$ cat src/rtl/can_irq_pkg.sv
package can_irq_pkg;

    localparam int NUM_BUF   = 32;
    localparam int CODE_W    = 3;
    localparam int NUM_BERR  = 5;
    localparam int CTL_W     = NUM_BERR + 2;

    // controller flag positions
    localparam int CI_STCHG  = NUM_BERR;
    localparam int CI_OVR    = NUM_BERR + 1;

    // bus error codes
    localparam logic [CODE_W-1:0] BERR_BIT   = 3'd1;
    localparam logic [CODE_W-1:0] BERR_STUFF = 3'd2;
    localparam logic [CODE_W-1:0] BERR_FORM  = 3'd3;
    localparam logic [CODE_W-1:0] BERR_CRC   = 3'd4;
    localparam logic [CODE_W-1:0] BERR_ACK   = 3'd5;

    typedef struct packed {
        logic                ovr;
        logic                stchg;
        logic [NUM_BERR-1:0] berr;
    } ctl_ev_t;

    function automatic logic sticky_next(input logic cur, input logic set, input logic clr);
        return set | (cur & ~clr);
    endfunction

    function automatic logic [NUM_BERR-1:0] berr_decode(input logic [CODE_W-1:0] code);
        logic [NUM_BERR-1:0] v;
        v = '0;
        case (code)
            BERR_BIT:   v[0] = 1'b1;
            BERR_STUFF: v[1] = 1'b1;
            BERR_FORM:  v[2] = 1'b1;
            BERR_CRC:   v[3] = 1'b1;
            BERR_ACK:   v[4] = 1'b1;
            default:    v = '0;
        endcase
        return v;
    endfunction

endpackage

$ cat src/rtl/can_msg_flags.sv
module can_msg_flags
    import can_irq_pkg::*;
#(
    parameter int NB = NUM_BUF
) (
    input  logic          clk,
    input  logic          rst,
    input  logic [NB-1:0] rx_done,
    input  logic [NB-1:0] tx_done,
    input  logic [NB-1:0] rmt_rcvd,
    input  logic [NB-1:0] buf_autoans,
    input  logic [NB-1:0] msg_clr,
    output logic [NB-1:0] msg_flag
);

    for (genvar i = 0; i < NB; i++) begin : g_buf
        logic set_i;
        assign set_i = rx_done[i] | tx_done[i] | (rmt_rcvd[i] & ~buf_autoans[i]);

        always_ff @(posedge clk) begin
            if (rst) msg_flag[i] <= 1'b0;
            else     msg_flag[i] <= sticky_next(msg_flag[i], set_i, msg_clr[i]);
        end


        p_done_sets_r2: assert property (@(posedge clk) disable iff (rst)
            (rx_done[i] || tx_done[i]) |=> msg_flag[i]);

        p_autoans_quiet_r3: assert property (@(posedge clk) disable iff (rst)
            (rmt_rcvd[i] && buf_autoans[i] && !rx_done[i] && !tx_done[i] && !msg_flag[i])
            |=> !msg_flag[i]);

        p_clear_r7: assert property (@(posedge clk) disable iff (rst)
            (msg_clr[i] && !rx_done[i] && !tx_done[i] && !rmt_rcvd[i]) |=> !msg_flag[i]);
    end

endmodule

$ cat src/rtl/can_ctl_events.sv
module can_ctl_events
    import can_irq_pkg::*;
(
    input  logic              clk,
    input  logic              rst,
    input  logic              berr_stb,
    input  logic [CODE_W-1:0] berr_code,
    input  logic              fc_stb,
    input  logic              fc_busoff,
    input  logic              fc_is_tx,
    input  logic              ovr_stb,
    input  logic [CTL_W-1:0]  ctl_clr,
    output logic [CTL_W-1:0]  ctl_flag,
    output logic [CODE_W-1:0] last_err
);

    ctl_ev_t ev;
    logic [CTL_W-1:0] ev_bits;

    always_comb begin
        ev       = '0;
        ev.berr  = berr_stb ? berr_decode(berr_code) : '0;
        ev.stchg = fc_stb & (fc_is_tx | ~fc_busoff);
        ev.ovr   = ovr_stb;
    end
    assign ev_bits = ev;

    for (genvar k = 0; k < CTL_W; k++) begin : g_ctl
        always_ff @(posedge clk) begin
            if (rst) ctl_flag[k] <= 1'b0;
            else     ctl_flag[k] <= sticky_next(ctl_flag[k], ev_bits[k], ctl_clr[k]);
        end
    end

    always_ff @(posedge clk) begin
        if (rst)           last_err <= '0;
        else if (berr_stb) last_err <= berr_code;
    end


    p_code_capture_r8: assert property (@(posedge clk) disable iff (rst)
        berr_stb |=> last_err == $past(berr_code));

    p_busoff_rx_quiet_r5: assert property (@(posedge clk) disable iff (rst)
        (fc_stb && fc_busoff && !fc_is_tx && !ctl_flag[CI_STCHG]) |=> !ctl_flag[CI_STCHG]);

    p_ovr_sets_r6: assert property (@(posedge clk) disable iff (rst)
        ovr_stb |=> ctl_flag[CI_OVR]);

    p_bad_code_quiet_r4: assert property (@(posedge clk) disable iff (rst)
        (berr_stb && (berr_code == 3'd0 || berr_code > BERR_ACK) && ctl_flag[NUM_BERR-1:0] == '0)
        |=> ctl_flag[NUM_BERR-1:0] == '0);

endmodule

$ cat src/rtl/can_irq_combine.sv
module can_irq_combine
    import can_irq_pkg::*;
#(
    parameter int NB = NUM_BUF
) (
    input  logic             clk,
    input  logic             rst,
    input  logic [NB-1:0]    msg_flag,
    input  logic [NB-1:0]    buf_ie,
    input  logic [CTL_W-1:0] ctl_flag,
    input  logic [CTL_W-1:0] ctl_ie,
    output logic             irq
);

    logic pend;
    assign pend = (|(msg_flag & buf_ie)) | (|(ctl_flag & ctl_ie));

    always_ff @(posedge clk) begin
        if (rst) irq <= 1'b0;
        else     irq <= pend;
    end

endmodule

$ cat src/rtl/can_irq_aggregator.sv
module can_irq_aggregator
    import can_irq_pkg::*;
#(
    parameter int NB = NUM_BUF
) (
    input  logic              clk,
    input  logic              rst,
    input  logic [NB-1:0]     rx_done,
    input  logic [NB-1:0]     tx_done,
    input  logic [NB-1:0]     rmt_rcvd,
    input  logic [NB-1:0]     buf_ie,
    input  logic [NB-1:0]     buf_autoans,
    input  logic              berr_stb,
    input  logic [CODE_W-1:0] berr_code,
    input  logic              fc_stb,
    input  logic              fc_busoff,
    input  logic              fc_is_tx,
    input  logic              ovr_stb,
    input  logic [CTL_W-1:0]  ctl_ie,
    input  logic [NB-1:0]     msg_clr,
    input  logic [CTL_W-1:0]  ctl_clr,
    output logic [NB-1:0]     msg_flag,
    output logic [CTL_W-1:0]  ctl_flag,
    output logic [CODE_W-1:0] last_err,
    output logic              irq
);

    can_msg_flags #(.NB(NB)) u_msg (
        .clk(clk), .rst(rst),
        .rx_done(rx_done), .tx_done(tx_done), .rmt_rcvd(rmt_rcvd),
        .buf_autoans(buf_autoans), .msg_clr(msg_clr), .msg_flag(msg_flag)
    );

    can_ctl_events u_ctl (
        .clk(clk), .rst(rst),
        .berr_stb(berr_stb), .berr_code(berr_code),
        .fc_stb(fc_stb), .fc_busoff(fc_busoff), .fc_is_tx(fc_is_tx),
        .ovr_stb(ovr_stb), .ctl_clr(ctl_clr),
        .ctl_flag(ctl_flag), .last_err(last_err)
    );

    can_irq_combine #(.NB(NB)) u_irq (
        .clk(clk), .rst(rst),
        .msg_flag(msg_flag), .buf_ie(buf_ie),
        .ctl_flag(ctl_flag), .ctl_ie(ctl_ie),
        .irq(irq)
    );


    p_irq_follows_r9: assert property (@(posedge clk) disable iff (rst)
        ((|(msg_flag & buf_ie)) || (|(ctl_flag & ctl_ie))) |=> irq);
    p_irq_quiet_r9: assert property (@(posedge clk) disable iff (rst)
        (!(|(msg_flag & buf_ie)) && !(|(ctl_flag & ctl_ie))) |=> !irq);

    p_reset_clear_r1: assert property (@(posedge clk)
        rst |=> (msg_flag == '0 && ctl_flag == '0 && last_err == '0 && !irq));

endmodule

$ cat config.mk
export PLATFORM = sky130hd
export DESIGN_NAME = can_irq_aggregator
export DESIGN_NICKNAME = d
export VERILOG_FILES = /design/src/rtl/can_irq_pkg.sv /design/src/rtl/can_msg_flags.sv /design/src/rtl/can_ctl_events.sv /design/src/rtl/can_irq_combine.sv /design/src/rtl/can_irq_aggregator.sv
export SDC_FILE = /design/constraint.sdc
export NUM_CORES = 1
export LEC_CHECK = 0
export ABC_AREA = 1
export BUFFER_PORTS_ARGS = -buffer_cell sky130_fd_sc_hd__buf_2
export CAP_MARGIN = 0
export CORE_AREA = 2 2 101 103
export CTS_CLUSTER_SIZE = 10
export DETAILED_ROUTE_END_ITERATION = 6
export DIE_AREA = 0 0 103 105
export SYNTH_ARGS = -nofsm -noshare
export SYNTH_HDL_FRONTEND = slang
export SYNTH_SLANG_ARGS = --single-unit
$ cat constraint.sdc
create_clock -name clk -period 2.3 [get_ports clk]
set_input_delay 0.115 -clock clk [delete_from_list [all_inputs] [get_ports clk]]
set_output_delay 0.115 -clock clk [all_outputs]
set_load 0.05 [all_outputs]
Yosys cells after proc, flatten, opt, wreduce, memory -nomap -nowiden
Cells that the tools add are included.
Cells by class
  equal/unequal tests: 5
  mux-type cells: 6
  bitwise gates (word level): 251
  reduce and logical (&&, ||, !) cells: 2
Operator list (number)
  bitwise OR 1 bit: 105
  AND 1 bit: 72
  NOT 1 bit: 72
  AND 32 bit: 1
  OR reduction 32 bit: 1
  AND 7 bit: 1
  OR reduction 7 bit: 1
  == test 3 x 2 -> 1 bit (second input constant): 2
  == test 3 bit (second input constant): 2
  two-way mux 1 bit: 5
  two-way mux 5 bit: 1
  == test 3 x 1 -> 1 bit (second input constant): 1
Word-level totals
  flip-flop bits (word level): 43
  input port bits: 216
  output and inout bits: 43
  word-level logic and storage cells: 305

Logic depth before layout (Yosys ltp)
Gate-level depths: netlist of the first run.
  depth after elaboration: 4
  depth in mapped cells: 8
  depth with buffers taken out: 8

By module
A second synthesis of the first run with hierarchy kept.
Unflattened totals
  cell total of the unflattened synthesis: 428
  area, all modules: 2404.8 sq um
By module, submodules not included
  can_msg_flags: instances 1, cells an instance 292, area each 1679.1 sq um
  can_ctl_events: instances 1, cells an instance 59, area each 414.1 sq um
  can_irq_combine: instances 1, cells an instance 77, area each 311.5 sq um

Worst setup path after synthesis of the first run
No wires, ideal clock.
  kind: reg-to-reg
  from: reg u_msg.msg_flag[9]
  to: reg u_irq.irq
  arrival: 1.026 ns
  path slack: 1.165 ns
  stages on the path, launching flop included: 9
  period minus slack after synthesis: 1.135 ns
  cells stage by stage: dfxtp_1 nand2_1 nand2_1 nor2_1 nand2_1 nor2_1 nand3_1 nand2_1 inv_2
On the way
  cells in the longest elaborated chain, start to end: 3
Ends and longest elaborated chain
  start: declaration: RTL line can_msg_flags.sv:13  | output logic [NB-1:0] msg_flag
  start signal: indexed assignment: RTL line can_msg_flags.sv:22  | else msg_flag[i] <= sticky_next(msg_flag[i], set_i, msg_clr[i]);
  AND 32 bit: RTL line can_irq_combine.sv:16  | assign pend = (|(msg_flag & buf_ie)) | (|(ctl_flag & ctl_ie));
  OR reduction 32 bit: RTL line can_irq_combine.sv:16
  bitwise OR 1 bit: RTL line can_irq_combine.sv:16
  end signal: assignment: RTL line can_irq_combine.sv:20  | else irq <= pend;
  end: declaration: RTL line can_irq_combine.sv:12  | output logic irq
Every way passes these cells.
A chain may end at the register's enable or synchronous reset.

Final worst setup path of the first run
  from: reg u_msg.msg_flag[18]
  to: out msg_flag[18]
RTL lines
  end: declaration: RTL line can_irq_aggregator.sv:22  | output logic [NB-1:0] msg_flag,
No word-level cell between the ends.

==> results of run 1 <==
## registers in the layout, summed over array words and instances, names as in the netlist
signal / flops
u_ctl.ctl_flag: 7
u_ctl.last_err: 3
u_irq.irq: 1
u_msg.msg_flag: 32
## stage by stage
step                worst slack (ns)  total power [mW]  hold slack [ns]
global route                    1.11              2.01           0.0154
detailed placement              1.21              1.43            0.337
floorplan                       1.17              1.16            0.204
finish                          1.22              1.87           0.0244
CTS                             1.18              1.92           0.0118
global placement                1.20              1.42            0.329
## routing by layer
metal	vias up	global-route usage, %	routed length [µm]
li1	1592	-	-
met3	4	3.68	715
met4	0	3.76	79
met5	-	0	0
met1	1287	16.1	3320
met2	140	28.7	4370
## area by class of cell
cell class,instances,area [µm²],area share [%]
inverter,111,419,11.2
sequential,43,861,22.9
multi-input combinational,197,931,24.8
clock buffer,6,72.6,1.93
tap,133,166,4.43
clock inverter,2,12.5,0.333
timing repair buffer,258,1290,34.4
## cells in the final DEF, fill, tap and decap left out
master	netlist	layout
a21oi_1	9	9
o21ai_0	4	4
inv_1	106	106
buf_2	0	258
o221ai_1	32	32
nor2_2	1	1
clkinvlp_4	0	1
nor2_1	45	45
clkinv_2	0	1
dfxtp_1	43	43
nand2_1	98	98
inv_2	4	4
nand3_1	6	6
inv_4	1	1
clkbuf_1	0	1
nand4_1	2	2
clkbuf_8	0	5
## logic make-up (layout without fill, tap and decap cells)
group / Yosys count / after routing / share of synthesized area (%)
AND/OR/NAND/NOR: 152 / 152 / 26.1
AO/OA/AOI/OAI: 45 / 45 / 15.4
buffers and inverters: 115 / 377 / 20.0
flip-flops: 43 / 43 / 38.4
## worst max path at each step
| stage | startpoint | to | slack, ns | depth (start not counted) |
|---|---|---|---|---|
| finish | u_msg.msg_flag[18]$_SDFF_PP0_ | msg_flag[18] | 1.22 | 1 |
| global route | u_msg.msg_flag[18]$_SDFF_PP0_ | u_irq.irq$_SDFF_PP0_ | 1.11 | 8 |
| CTS | u_msg.msg_flag[18]$_SDFF_PP0_ | msg_flag[18] | 1.18 | 1 |
| detailed placement | u_msg.msg_flag[10]$_SDFF_PP0_ | u_irq.irq$_SDFF_PP0_ | 1.21 | 8 |
| global placement | u_msg.msg_flag[18]$_SDFF_PP0_ | u_irq.irq$_SDFF_PP0_ | 1.20 | 8 |
| floorplan | u_msg.msg_flag[9]$_SDFF_PP0_ | u_irq.irq$_SDFF_PP0_ | 1.17 | 8 |
## power groups by stage
| stage | clock, mW | sequential [mW] | combinational (mW) |
|---|---|---|---|
| 6_report | 0.472 | 0.828 | 0.572 |
| 5_1_grt | 0.537 | 0.835 | 0.634 |
| 4_1_cts | 0.507 | 0.829 | 0.582 |
| 3_5_place_dp | 0 | 0.846 | 0.581 |
| 3_3_place_gp | 0 | 0.843 | 0.580 |
| 2_1_floorplan | 0 | 1.01 | 0.143 |
## synth_stat cells (all sizes together)
master / n / area share (%)
a21oi: 9 / 2.0
buf: 4 / 1.3
dfxtp: 43 / 38
inv: 111 / 19
nand2: 98 / 16
nand3: 6 / 1.3
nand4: 2 / 0.56
nor2: 46 / 7.8
o21ai: 4 / 0.89
o221ai: 32 / 13
==> run metrics, run 1 <==
Final Non-Filler Cells=750; status=completed; # port buffers=258; total gr overflow=0; vias in the first global route=2,946; first-pass GRT wire length=12.8 mm; antenna violations before repair=0; routed via count=3,023; R2R depth=8; Critical-path top delay cell=dfxtp_1; fill count=1,076; Seq/Total Area, Yosys=38.4%; flops & latches, synth=43; CP bufs+invs=1; Synth Net Count=571; Reg power frac=44.2%; relative slew slack=74.1%; GRT Total Usage=15.0%; DRT iter0 DRCs=63; Comb power frac=30.6%; chip height=105 µm; peak supply drop=235 µV; post-cts resize count=0; Via density=4.03; clock buffer count from CTS=5; critical path type=register to output port; Hold Startpoint=ovr_stb; initial core utilization=23.2%; dpl cell area=0.00367 mm²; mapped cell area=0.00224 mm²; clock sink total=43; num ports=259; Post-Route Setup TNS=0 ns; internal power=1.23 mW; Area Growth Syn to Fin=67.5%; First-pass DRT Iterations=4; Synth Instances=355; RSZ-0062 raised after global routing=false; DR WL/cell=11.3 µm; worst r2r src=u_msg.msg_flag[10]$_SDFF_PP0_; clk root buf=clkbuf_8; period utilisation layout=46.9%; Pwr Density=499 mW/mm²; clk buf depth=2; endpoints failing hold=0; buffer count from post-CTS setup fixing=0; Remaining DRCs=0; largest net degree at the start of global routing=37; Final Util=38.9%; Antenna Nets Post-Route=0; Leak=2.43 nW; final instance area=0.00375 mm²; highest clock rate=0.927 GHz; CP max FO=3; WHS Endpoint=u_ctl.ctl_flag[6]$_SDFF_PP0_; CP Data Required Time=2.18 ns; cts hold-fix bufs=0; Sw Pwr=0.640 mW; Die Area=0.0108 mm²; minimum clock period=1.08 ns; Slew Viols, Final=0; CP top delay family=flip-flops; sw frac=34.2%; Skew-Pair Late Insertion Delay=0.29 ns; DP Wirelength=7.39 mm; Worst setup SP type=register; endpoints failing setup=0; MaxCap Viol Count=0; Yosys cell types=13; register-to-register setup slack=1.25 ns; Hold/Removal Path Class=input port to register; Slew @ Worst Pin=0.389 ns; GPL Wtd Cong=0.924; Worst Path Arrival=0.96 ns; num rows=36; H-tree depth=2; Hold Path Cell Cnt=3; fraction of layout cells with a size suffix above 1=43.9%; Reg2Reg Capture Point=u_irq.irq$_SDFF_PP0_; synth warn=0; crit path cell chain=buf_2; Max Clock Skew=0.00620 ns; layout net count=832; CTS tree=done; Core Box Area=0.00964 mm²; WL final=8.48 mm; Inserted Diodes=0; clock-pin slew on the worst setup and hold paths=0.09 ns; Placed Cells=742; clock share of power=25.2%; CP endpoint kind=output port; CP max stage delay=0.39 ns; Die W=103 µm; synthesized area per cell=6.31 µm²
No activity file was read; power rests on OpenSTA's default activity.
==> run 2: changes to the inputs <==
==> constraint.sdc (replaced) <==
create_clock -name clk -period 1.07 [get_ports clk]
set_input_delay 0.0535 -clock clk [delete_from_list [all_inputs] [get_ports clk]]
set_output_delay 0.0535 -clock clk [all_outputs]
set_load 0.05 [all_outputs]
==> run metrics, run 2 (synthesized netlist as in run 1, its figures left out) <==
Antenna Nets Post-Route=0 (unchanged); Pwr Density=1120 mW/mm² (+120%); Remaining DRCs=0 (unchanged); First-pass DRT Iterations=4 (unchanged); Worst setup SP type=register; first-pass GRT wire length=12.7 mm (-1.0%); GPL Wtd Cong=0.911 (-1.4%); highest clock rate=0.969 GHz; chip height=105 µm (unchanged); endpoints failing setup=0 (unchanged); Slew @ Worst Pin=0.377 ns (-0.0119 ns); Area Growth Syn to Fin=75.4%; Die W=103 µm (unchanged); status=completed; CP Data Required Time=1.28 ns (-0.90 ns); relative slew slack=74.9% (+0.79 points); register-to-register setup slack=0.04 ns (-1.21 ns); clock buffer count from CTS=5 (unchanged); CP max FO=3 (unchanged); Largest regs=u_msg.msg_flag: 32 flops, u_ctl.ctl_flag: 7 flops, u_ctl.last_err: 3 flops; Reg2Reg Capture Point=u_irq.irq$_SDFF_PP0_; total gr overflow=0 (unchanged); num rows=36 (unchanged); fill count=1,079 (+0.28%); MaxCap Viol Count=0 (unchanged); Hold/Removal Path Class=input port to register; most frequent cells in the layout=buf_2, inv_1, nand2_1, nor2_1, o221ai_1; DP Wirelength=7.17 mm (-2.9%); peak supply drop=625 µV (+170%); internal power=2.99 mW (+140%); CP endpoint kind=register; Skew-Pair Late Insertion Delay=0.29 ns (about the same); FF/Latch Area=900 µm² (+4.5%); largest net degree at the start of global routing=37 (unchanged); worst r2r src=u_ctl.ctl_flag[1]$_SDFF_PP0_; Multi-input gate area=951 µm² (+2.2%); WL final=8.34 mm (-1.7%); Max Clock Skew=0.00690 ns (+0.000698 ns); largest register by flop count=u_msg.msg_flag; Slew Viols, Final=0 (unchanged); layout net count=841 (+1.1%); antenna violations before repair=0 (unchanged); Tot Pwr=4.40 mW (+140%); CP startpoint=u_ctl.ctl_flag[1]$_SDFF_PP0_; Worst Path Arrival=1.24 ns (+0.28 ns); fraction of layout cells with a size suffix above 1=50.2% (+6.2 points); CTS tree=done; num ports=259 (unchanged); most common cell after layout, fill and taps aside=buf_2; sw frac=32.0% (-2.2 points); max reg flops=32 (unchanged); # port buffers=258 (unchanged); endpoints failing hold=0 (unchanged); Via density=4.08 (+1.2%); Hold Startpoint=fc_stb; clock sink total=43 (unchanged); GRT Total Usage=14.6% (-0.44 points); minimum clock period=1.03 ns; RSZ-0062 raised after global routing=true; initial core utilization=23.2% (unchanged); clk root buf=clkbuf_8; DRT iter0 DRCs=33 (-48%); DR WL/cell=11.0 µm (-2.9%); Sw Pwr=1.41 mW (+120%); routed via count=3,096 (+2.4%); Inserted Diodes=0 (unchanged); Post-Route Setup TNS=0 ns (unchanged); clk buf depth=2 (unchanged); Hold Path Cell Cnt=3 (unchanged); period utilisation layout=96.4%; H-tree depth=2 (unchanged); Core Box Area=0.00964 mm² (unchanged); Comb power frac=29.0% (-1.6 points); clock share of power=30.2% (+5.0 points); vias in the first global route=3,052 (+3.6%); Leak=2.50 nW (+2.7%); R2R depth=8 (unchanged); Reg power frac=40.7% (-3.5 points); critical path type=register to register; clock-pin slew on the worst setup and hold paths=0.09 ns (about the same); Die Area=0.0108 mm² (unchanged); WHS Endpoint=u_ctl.ctl_flag[5]$_SDFF_PP0_
[run 2: power by group through the flow]
stage                     sequential (mW)  combinational [mW]  clock [mW]
after floorplan                      2.20               0.306           0
after global placement               1.82                1.24           0
after detailed placement             1.83                1.26           0
after CTS                            1.79                1.28        1.39
after global routing                 1.81                1.41        1.44
final                                1.79                1.28        1.33
[run 2: worst max path at each step]
stage	end	slack, ns	depth (start not counted)
floorplan	u_irq.irq$_SDFF_PP0_	0.002	6
global placement	u_irq.irq$_SDFF_PP0_	-0.01	8
detailed placement	u_irq.irq$_SDFF_PP0_	0.00007	8
CTS	u_irq.irq$_SDFF_PP0_	0.006	8
global route	u_irq.irq$_SDFF_PP0_	-0.03	8
finish	u_irq.irq$_SDFF_PP0_	0.04	8
[run 2: area by class of cell]
| cell class | instances | share of cell area (%) |
|---|---|---|
| timing repair buffer | 267 | 35.0 |
| clock buffer | 6 | 2.10 |
| tap | 133 | 4.23 |
| inverter | 111 | 10.7 |
| multi-input combinational | 197 | 24.2 |
| sequential | 43 | 22.9 |
| clock inverter | 2 | 0.891 |
[run 2: metrics by stage]
stage	std cells	hold WS [ns]	area, µm²	setup WS [ns]	util [%]
floorplan	355	0.143	2280	0.00240	-
global placement	743	0.276	3710	-0.0121	38.5
detailed placement	743	0.292	3710	0.0000683	38.5
CTS	757	0.00214	3900	0.00561	40.4
global route	759	0.0130	3930	-0.0345	40.8
finish	759	0.0102	3930	0.0384	40.8
[run 2: metal layers]
metal | vias to the layer above | track usage, % | share of wire, %
met3 | 12 | 3.81 | 8.4
li1 | 1614 | - | -
met5 | - | 0 | 0
met2 | 136 | 28.8 | 53
met1 | 1334 | 14.4 | 37
met4 | 0 | 4.04 | 1.3
[run 2: what timing repair did]
item / in CTS / in global routing
endpoints found under the hold margin: 6 / 0
cloned: 0 / 0
pin swaps: 0 / 13
endpoints found under the setup margin: 2 / 1
hold buffers: 6 / 0
setup buffers: 0 / 2
resized for setup: 2 / 7
[run 2: critical path, stage by stage (launching register included)]
cell and delay (ns):
dfxtp_2 0.34, nand2_1 0.06, nand2_1 0.10, nor2_1 0.10, nand2_1 0.05, nor2_1 0.10
nand3_1 0.08, nand2_1 0.07, inv_2 0.03
==> run 3: changes to the inputs <==
--- a/config.mk
+++ b/config.mk
@@ -6,12 +6,12 @@
 export NUM_CORES = 1
 export LEC_CHECK = 0
 export ABC_AREA = 1
-export BUFFER_PORTS_ARGS = -buffer_cell sky130_fd_sc_hd__buf_2
 export CAP_MARGIN = 0
 export CORE_AREA = 2 2 101 103
 export CTS_CLUSTER_SIZE = 10
 export DETAILED_ROUTE_END_ITERATION = 6
 export DIE_AREA = 0 0 103 105
+export DONT_BUFFER_PORTS = 1
 export SYNTH_ARGS = -nofsm -noshare
 export SYNTH_HDL_FRONTEND = slang
 export SYNTH_SLANG_ARGS = --single-unit
==> run metrics, run 3 <==
top-count cell post-synth=inv_1; DP Wirelength=6.27 mm (-13%); chip height=105 µm (unchanged); num ports=259 (unchanged); GPL Wtd Cong=0.839 (-7.9%); Die W=103 µm (unchanged); Seq/Total Area, Yosys=38.4% (unchanged); Err=[ERROR RSZ-0060] Max buffer count reached.; main flop type after synthesis=dfxtp_1; clock buffer count from CTS=5 (unchanged); Yosys cell types=13 (unchanged); Yosys top cell area share=38.4% (unchanged); pre-CTS worst setup slack=-0.0508 ns (-0.0509 ns); Synth Net Count=571 (unchanged); num rows=36 (unchanged); cts hold-fix bufs=108 (+102); most frequent cells after synthesis=inv_1, nand2_1, nor2_1; Placed Cells=528 (-29%); mapped cell area=0.00224 mm² (unchanged); Failed at=clock tree synthesis; Post-synth EDFFs=0 (unchanged); status=aborted with a tool error; synth warn=0 (unchanged); flops & latches, synth=43 (unchanged); H-tree depth=2 (unchanged); synthesized area per cell=6.31 µm² (unchanged); Synth async-reset ratio=0% (unchanged); dpl cell area=0.00276 mm² (-26%); post-cts resize count=4 (+2); Synth Instances=355 (unchanged); buffer count from post-CTS setup fixing=1 (+1); initial core utilization=23.2% (unchanged); clock sink total=43 (unchanged); cell accounting for the most synthesized area=dfxtp_1; clk buf depth=2 (unchanged); clk root buf=clkbuf_8; dominant cells by area after synthesis=dfxtp_1, inv_1, nand2_1, o221ai_1, nor2_1; # port buffers=0 (-100%)
run 3: cell counts after synthesis:
No cell type changed its count.
run 3: cells by family after synthesis:
kind of cell	Yosys count	share of synthesized area, %
compound gates	45	15.4
buf+inv	115	20.0
flops	43	38.4
simple gates	152	26.1
run 3: stage by stage:
step,utilization (%),setup TNS (ns)
floorplan,-,0
global placement,28.6,-0.0673
detailed placement,28.6,-0.0508
==> run 4: changes to the inputs <==
--- a/config.mk
+++ b/config.mk
@@ -7,11 +7,11 @@
 export LEC_CHECK = 0
 export ABC_AREA = 1
 export CAP_MARGIN = 0
-export CORE_AREA = 2 2 101 103
-export CTS_CLUSTER_SIZE = 10
+export CORE_MARGIN = 1
+export CORE_UTILIZATION = 20
 export DETAILED_ROUTE_END_ITERATION = 6
-export DIE_AREA = 0 0 103 105
 export DONT_BUFFER_PORTS = 1
+export PLACE_DENSITY_LB_ADDON = 0.15
 export SYNTH_ARGS = -nofsm -noshare
 export SYNTH_HDL_FRONTEND = slang
 export SYNTH_SLANG_ARGS = --single-unit
==> run metrics, run 4 <==
status=aborted with a tool error; Failed at=clock tree synthesis; Err=[ERROR RSZ-0060] Max buffer count reached.; DP Wirelength=6.00 mm (-4.3%); Synth Instances=355 (unchanged); clk root buf=clkbuf_8; flops & latches, synth=43 (unchanged); clock buffer count from CTS=5 (unchanged); Synth async-reset ratio=0% (unchanged); Die W=108 µm (+4.7%); num rows=38 (+5.6%); GPL Wtd Cong=0.717 (-15%); post-cts resize count=3 (-1); Synth Net Count=571 (unchanged); H-tree depth=2 (unchanged); clk buf depth=2 (unchanged); buffer count from post-CTS setup fixing=0 (-1); mapped cell area=0.00224 mm² (unchanged); Post-synth EDFFs=0 (unchanged); Seq/Total Area, Yosys=38.4% (unchanged); top-count cell post-synth=inv_1; main flop type after synthesis=dfxtp_1; synth warn=0 (unchanged); most frequent cells after synthesis=inv_1, nand2_1, nor2_1; Yosys top cell area share=38.4% (unchanged); # port buffers=0 (unchanged); synthesized area per cell=6.31 µm² (unchanged); cts hold-fix bufs=110 (+1.9%); clock sink total=43 (unchanged); initial core utilization=20.6% (-2.7 points); chip height=108 µm (+2.7%); dominant cells by area after synthesis=dfxtp_1, inv_1, nand2_1, o221ai_1, nor2_1; cell accounting for the most synthesized area=dfxtp_1; num ports=259 (unchanged); Yosys cell types=13 (unchanged)
-- run 4: logic make-up after synthesis --
group                  Yosys count  synth area share, %
AO/OA/AOI/OAI                   45                 15.4
AND/OR/NAND/NOR                152                 26.1
flip-flops                      43                 38.4
buffers and inverters          115                 20.0
-- run 4: stage by stage --
step	setup slack (ns)	hold slack (ns)	area, µm²	utilization (%)	cells
after floorplan	0.00240	0.143	2280	-	355
after global placement	-0.0659	0.120	2790	25.6	539
after detailed placement	-0.0482	0.119	2790	25.6	539
